**src/rtl/oc_pin_pkg.sv**
```systemverilog
package oc_pin_pkg;

  typedef enum logic [1:0] {
    ACT_OFF    = 2'b00,
    ACT_TOGGLE = 2'b01,
    ACT_CLEAR  = 2'b10,
    ACT_SET    = 2'b11
  } oc_act_e;

  // level after a compare event under a given action
  function automatic logic act_next_level(input oc_act_e act, input logic cur);
    case (act)
      ACT_TOGGLE: act_next_level = ~cur;
      ACT_CLEAR:  act_next_level = 1'b0;
      ACT_SET:    act_next_level = 1'b1;
      default:    act_next_level = cur;
    endcase
  endfunction

endpackage

```
**src/rtl/oc_ctrl_regs.sv**
```systemverilog
module oc_ctrl_regs #(
  parameter int NCH    = 8,
  parameter int REG_W  = 8,
  parameter int ADDR_W = 2
) (
  input  logic              clk,
  input  logic              rst_n,
  input  logic              reg_we,
  input  logic [ADDR_W-1:0] reg_addr,
  input  logic [REG_W-1:0]  reg_wdata,
  output logic [REG_W-1:0]  reg_rdata,
  output logic [2*NCH-1:0]  ctrl_bits
);
  localparam int TOT_W = 2 * NCH;
  localparam int NREG  = TOT_W / REG_W;

  logic [TOT_W-1:0] ctrl_q;
  logic             wr_undef;

  assign wr_undef = reg_we && ({1'b0, reg_addr} >= (ADDR_W+1)'(NREG));

  // address 0 maps to the most significant register slice
  for (genvar g = 0; g < NREG; g++) begin : g_reg
    localparam int SL = (NREG - 1 - g) * REG_W;
    always_ff @(posedge clk or negedge rst_n) begin
      if (!rst_n)
        ctrl_q[SL +: REG_W] <= '0;
      else if (reg_we && reg_addr == ADDR_W'(g))
        ctrl_q[SL +: REG_W] <= reg_wdata;
    end
  end

  always_comb begin
    reg_rdata = '0;
    for (int k = 0; k < NREG; k++)
      if (reg_addr == ADDR_W'(k))
        reg_rdata = ctrl_q[(NREG-1-k)*REG_W +: REG_W];
  end

  assign ctrl_bits = ctrl_q;


  undef_write_ignored_chk: assert property (@(posedge clk) disable iff (!rst_n)
    wr_undef |=> $stable(ctrl_q));


  upper_write_lands_chk: assert property (@(posedge clk) disable iff (!rst_n)
    (reg_we && reg_addr == '0) |=> ctrl_q[TOT_W-1 -: REG_W] == $past(reg_wdata));

endmodule

```
**src/rtl/oc_chan.sv**
```systemverilog
module oc_chan
  import oc_pin_pkg::*;
(
  input  logic    clk,
  input  logic    rst_n,
  input  oc_act_e act,
  input  logic    evt,
  input  logic    mask,
  input  logic    dir,
  input  logic    pdata,
  output logic    lvl_q,
  output logic    timer_owns,
  output logic    pin_level,
  output logic    pin_oe
);
  logic evt_live;

  assign timer_owns = (act != ACT_OFF) && !mask;
  assign evt_live   = evt && timer_owns;

  always_ff @(posedge clk or negedge rst_n) begin
    if (!rst_n)        lvl_q <= 1'b0;
    else if (evt_live) lvl_q <= act_next_level(act, lvl_q);
  end

  assign pin_oe    = timer_owns ? 1'b1  : dir;
  assign pin_level = timer_owns ? lvl_q : pdata;


  toggle_flip_chk: assert property (@(posedge clk) disable iff (!rst_n)
    (evt && !mask && act == ACT_TOGGLE) |=> (lvl_q != $past(lvl_q)));


  set_high_chk: assert property (@(posedge clk) disable iff (!rst_n)
    (evt && !mask && act == ACT_SET) |=> lvl_q);


  clear_low_chk: assert property (@(posedge clk) disable iff (!rst_n)
    (evt && !mask && act == ACT_CLEAR) |=> !lvl_q);


  masked_hold_chk: assert property (@(posedge clk) disable iff (!rst_n)
    (mask || act == ACT_OFF) |=> $stable(lvl_q));


  idle_hold_chk: assert property (@(posedge clk) disable iff (!rst_n)
    !evt |=> $stable(lvl_q));

endmodule

```
**src/rtl/oc_pin_ctrl.sv**
```systemverilog
module oc_pin_ctrl
  import oc_pin_pkg::*;
#(
  parameter int NCH    = 8,
  parameter int REG_W  = 8,
  parameter int ADDR_W = 2
) (
  input  logic              clk,
  input  logic              rst_n,
  input  logic              reg_we,
  input  logic [ADDR_W-1:0] reg_addr,
  input  logic [REG_W-1:0]  reg_wdata,
  output logic [REG_W-1:0]  reg_rdata,
  input  logic [NCH-1:0]    cmp_evt,
  input  logic [NCH-1:0]    ovr_mask,
  input  logic [NCH-1:0]    ios_sel,
  input  logic [NCH-1:0]    dir_bits,
  input  logic [NCH-1:0]    port_data,
  output logic [NCH-1:0]    pin_level,
  output logic [NCH-1:0]    pin_oe,
  output logic              pa_free_hi,
  output logic              pa_free_lo
);
  localparam int TOP = NCH - 1;

  logic [2*NCH-1:0] ctrl_bits;
  logic [NCH-1:0]   lvl_q;
  logic [NCH-1:0]   timer_owns;
  logic [NCH-1:0]   pair_zero;

  oc_ctrl_regs #(.NCH(NCH), .REG_W(REG_W), .ADDR_W(ADDR_W)) regs_i (
    .clk(clk), .rst_n(rst_n), .reg_we(reg_we), .reg_addr(reg_addr),
    .reg_wdata(reg_wdata), .reg_rdata(reg_rdata), .ctrl_bits(ctrl_bits)
  );

  for (genvar c = 0; c < NCH; c++) begin : g_ch
    oc_act_e act;
    assign act          = oc_act_e'(ctrl_bits[2*c+1 -: 2]);
    assign pair_zero[c] = (act == ACT_OFF);
    oc_chan chan_i (
      .clk(clk), .rst_n(rst_n), .act(act), .evt(cmp_evt[c]),
      .mask(ovr_mask[c]), .dir(dir_bits[c]), .pdata(port_data[c]),
      .lvl_q(lvl_q[c]), .timer_owns(timer_owns[c]),
      .pin_level(pin_level[c]), .pin_oe(pin_oe[c])
    );
  end

  assign pa_free_hi = ios_sel[TOP] && pair_zero[TOP] && !ovr_mask[TOP];
  assign pa_free_lo = ios_sel[0]   && pair_zero[0]   && !ovr_mask[0];


  owned_pin_driven_chk: assert property (@(posedge clk) disable iff (!rst_n)
    (pin_oe | dir_bits) == (timer_owns | dir_bits));


  port_pin_follow_chk: assert property (@(posedge clk) disable iff (!rst_n)
    ((pin_level ^ port_data) & ~timer_owns) == '0);


  pa_free_excl_chk: assert property (@(posedge clk) disable iff (!rst_n)
    pa_free_hi |-> !timer_owns[TOP]);

endmodule

```
**config.mk**
```make
export PLATFORM = sky130hd
export DESIGN_NAME = oc_pin_ctrl
export DESIGN_NICKNAME = d
export VERILOG_FILES = /design/src/rtl/oc_pin_pkg.sv /design/src/rtl/oc_ctrl_regs.sv /design/src/rtl/oc_chan.sv /design/src/rtl/oc_pin_ctrl.sv
export SDC_FILE = /design/constraint.sdc
export NUM_CORES = 1
export LEC_CHECK = 0
export BUFFER_PORTS_ARGS = -buffer_cell sky130_fd_sc_hd__clkbuf_2
export CAP_MARGIN = 10
export CORE_MARGIN = 2
export CORE_UTILIZATION = 49
export DETAILED_ROUTE_END_ITERATION = 8
export PLACE_DENSITY_LB_ADDON = 0.3
export SYNTH_ARGS = -nofsm -noshare
export SYNTH_HDL_FRONTEND = slang
export SYNTH_SLANG_ARGS = --single-unit
```
**constraint.sdc**
```tcl
create_clock -name clk -period 3.35 [get_ports clk]
set_input_delay 0.67 -clock clk [delete_from_list [all_inputs] [get_ports clk]]
set_output_delay 0.67 -clock clk [all_outputs]
set_load 0.01 [all_outputs]
```
==> metrics list <==
- The path class of the tightest hold or removal check is input port to async pin.
- Of the cells placed in the final design, the portion with a size suffix greater than 1 is 0.4643.
* Placer congestion estimate: 0.8122
* Result of the run: completed
* Required @ worst endpoint: 2.68 ns
- The number of hold violations in the final report was 0.
- Setup repair bufs after CTS: 0
- Power density of the placed cells: 478.8 nW/um^2
- CP max FO: 10
- Worst-margin pin slew: 0.5729 ns
- 0 antenna diodes ended up in the layout.
- Commonest non-fill, non-tap cell in the layout: sky130_fd_sc_hd__clkbuf_2
- Net count after synthesis: 220
- The setup path with the least slack is of type input port to output port.
* Effective utilization at floorplan: 0.5104
* Number of I/O port buffers: 72
- The slowest stage of the critical path is the sky130_fd_sc_hd__clkbuf_2 cell.
* Min Clock Period, post-route: 2.105 ns
- Kind of capture point of the worst setup path: output port
- Before antenna repair, the detailed router went through 5 iterations.
- Data arrival, critical path: 1.43 ns
- Via count of the first global-routing pass: 1111
* CTS H-tree lvls: 1
- Gates resized during post-CTS repair numbered 0.
- Setup repair after global routing missed its margin: false
- Area of the core region: 3003 sq um
- Clock sink total: 24
- Timing would allow up to 0.4751 GHz.
- Worst slack after detailed placement: 1.257 ns
* Critical path's top delay family: buffers and inverters
- Summed over all layers, the routed wires come to 2.726 mm.
- In this run the cell area of the synthesized design comes to 1533 sq um.
* Master cell of the clock root buffer: sky130_fd_sc_hd__clkbuf_4
* Setup crit start kind: input port
* Overall via count from detail_route: 1259
- For this run, the register share of the synthesized area comes to 0.3918.
* Pin count of the biggest net entering global routing: 25
* Post-synthesis register bit count: 24
* Final slew viol count: 0
- Reg2Reg Capture Point: g_ch[0].chan_i.lvl_q$_DFFE_PN0P_
* Launch point of the worst reg-to-reg path: regs_i.ctrl_bits[1]$_DFFE_PN0P_
- Number of buffers added by the clock tree synthesis step: 3
- For this run, design rule violations remaining after detail routing come to 0.
* Warnings, synthesis: 0
- Final-stage net count: 278
- After legalization and detailed placement, the total HPWL measured 2.273 mm.
- Summed over all cells, the static leakage comes to 0.9971 nW.
- Slowest stage delay, CP: 0.32 ns
- Global routing usage summed across all routing layers: 0.1713
* Die Span X: 59.93 um
- Row generation in the floorplan step produced 20 rows.
- In this run, distinct cell masters in the synthesized netlist total 17.
- The first global-routing pass estimated 4.650 mm of wire.
* Final setup violation count: 0
- First DRT Iteration DRCs: 45
- For the final routed database, the setup TNS stands at 0 ns.
* Max-Slew Margin vs Limit: 0.6176
- After clock tree synthesis, the clock-pin slew on the worst setup and hold paths is 0.14 ns.
* CTS Buffer Depth: 2
- The detail route stage leaves a number of antenna-violating nets equal to 0.
- CTS tree: done
* Most numerous cell on the critical path: sky130_fd_sc_hd__clkbuf_2
* Die height: 59.93 um
* Number of buffers inserted for hold repair after clock tree synthesis: 0
* Number of antenna violations at the first check in global routing: 0
* Area growth from synthesis to layout: 20.00%
- Count of cells along the worst register-to-register path: 3
- In this run the register-to-register setup slack is 2.49 ns.
- In the finished design, the share of the clock period the worst path needs comes to 0.6282.
* Clock network latency to the later pin of the worst-skew pair: 0.32 ns
- Vias per Instance: 4.899
* Final worst slack: 1.245 ns
- Commonest non-fill, non-tap cells in the layout: 72 x sky130_fd_sc_hd__clkbuf_2, 24 x sky130_fd_sc_hd__nor2_1, 24 x sky130_fd_sc_hd__dfrtp_1
- Cell Chain, Critical Path: clkbuf_2 -> mux2i_1 -> nor2_1 -> clkbuf_2
- The clock arrives with 0.01029 ns of skew.
- Worst path buffer plus inverter count: 2
- Die Area: 3592 sq um
- The tool flagged a number of max-cap violations equal to 0.
- Worst VDD drop: 0.3226 mV
- In the final routed layout, each cell accounts on average for 10.61 um.
* Total global routing overflow: 0
* Top-level I/O count: 79
* Cell count after synthesis: 167
- A synthesized cell averages 9.178 sq um.
==> registers in the layout, summed over array words and instances, names as in the netlist <==
register	flops
regs_i.ctrl_bits	16
g_ch.chan_i.lvl_q	8
==> metrics by stage <==
step	power, mW	hold WS (ns)	util	cells	cell area (sq um)
floorplan	0.6175	0.3744	-	167	1533
global route	0.9462	0.3542	0.6125	257	1839
finish	0.8807	0.3175	0.6125	257	1839
global placement	0.6763	0.5088	0.5950	253	1787
detailed placement	0.6831	0.5128	0.5950	253	1787
CTS	0.8913	0.3426	0.6125	257	1839
==> final cells by class <==
class                           instances  area, sq um
Clock buffer                            3        22.52
Clock inverter                          1        30.03
Fill cell                             276         1164
Inverter                               16        60.06
Multi-Input combinational cell        108        724.4
Sequential cell                        24        600.6
Tap cell                               33        41.29
Timing Repair Buffer                   72        360.3
==> Yosys cell counts <==
| master | instances | area [sq um] |
|---|---|---|
| sky130_fd_sc_hd__nand3b_4 | 1 | 20.02 |
| sky130_fd_sc_hd__a211o_1 | 8 | 70.07 |
| sky130_fd_sc_hd__inv_1 | 16 | 60.06 |
| sky130_fd_sc_hd__buf_6 | 2 | 22.52 |
| sky130_fd_sc_hd__mux2_2 | 16 | 180.2 |
| sky130_fd_sc_hd__o21ai_2 | 2 | 17.52 |
| sky130_fd_sc_hd__nor4b_1 | 2 | 17.52 |
| sky130_fd_sc_hd__nor3b_4 | 1 | 18.77 |
| sky130_fd_sc_hd__nand2b_1 | 8 | 50.05 |
| sky130_fd_sc_hd__mux2i_1 | 8 | 80.08 |
| sky130_fd_sc_hd__or2_2 | 8 | 50.05 |
| sky130_fd_sc_hd__o21ai_0 | 14 | 70.07 |
| sky130_fd_sc_hd__dfrtp_1 | 24 | 600.6 |
| sky130_fd_sc_hd__nor2_1 | 24 | 90.09 |
| sky130_fd_sc_hd__buf_2 | 1 | 5.000 |
| sky130_fd_sc_hd__buf_4 | 16 | 120.1 |
| sky130_fd_sc_hd__nand2_1 | 16 | 60.06 |
==> logic make-up (layout without fill, tap and decap cells) <==
logic type      after synthesis  count (layout)  synth area share
buf+inv                      35              92            0.1355
compound gates               24              24            0.1029
mux                          24              24            0.1698
flops                        24              24            0.3918
simple gates                 60              60            0.2000
==> worst reg2reg max path, cell delays in order (launching register included) <==
cell and delay [ns]:
sky130_fd_sc_hd__dfrtp_1 0.44, sky130_fd_sc_hd__inv_1 0.06, sky130_fd_sc_hd__a211o_1 0.25, sky130_fd_sc_hd__nand2_1 0.07
==> report_power, final <==
part | switching (mW) | total (mW) | internal, mW
Clock | 0.0866 | 0.208 | 0.121
Sequential | 0.0555 | 0.410 | 0.355
Combinational | 0.128 | 0.263 | 0.135
Total | 0.270 | 0.881 | 0.611
==> worst max path at each step <==
stage              endpoint                             from  slack [ns]  cells after the start
2_1_floorplan  pin_level[0]                      ovr_mask[0]        1.43                      3
3_3_place_gp   reg_rdata[2]                      reg_addr[0]        1.27                      4
3_5_place_dp   reg_rdata[3]                      reg_addr[0]        1.26                      4
4_1_cts        pin_level[2]  regs_i.ctrl_bits[5]$_DFFE_PN0P_        1.25                      4
5_1_grt        pin_level[2]  regs_i.ctrl_bits[5]$_DFFE_PN0P_        1.13                      4
6_report       reg_rdata[3]                      reg_addr[0]        1.25                      4
==> routing by layer <==
metal / global-route usage / vias up / wire, um
met3: 0.04329 / 6 / 142
met4: 0.05079 / 0 / 41
met1: 0.2143 / 563 / 1232
met5: 0 / - / 0
li1: - / 653 / -
met2: 0.2904 / 37 / 1310
Note: power is estimated with default switching activity, not from simulation.
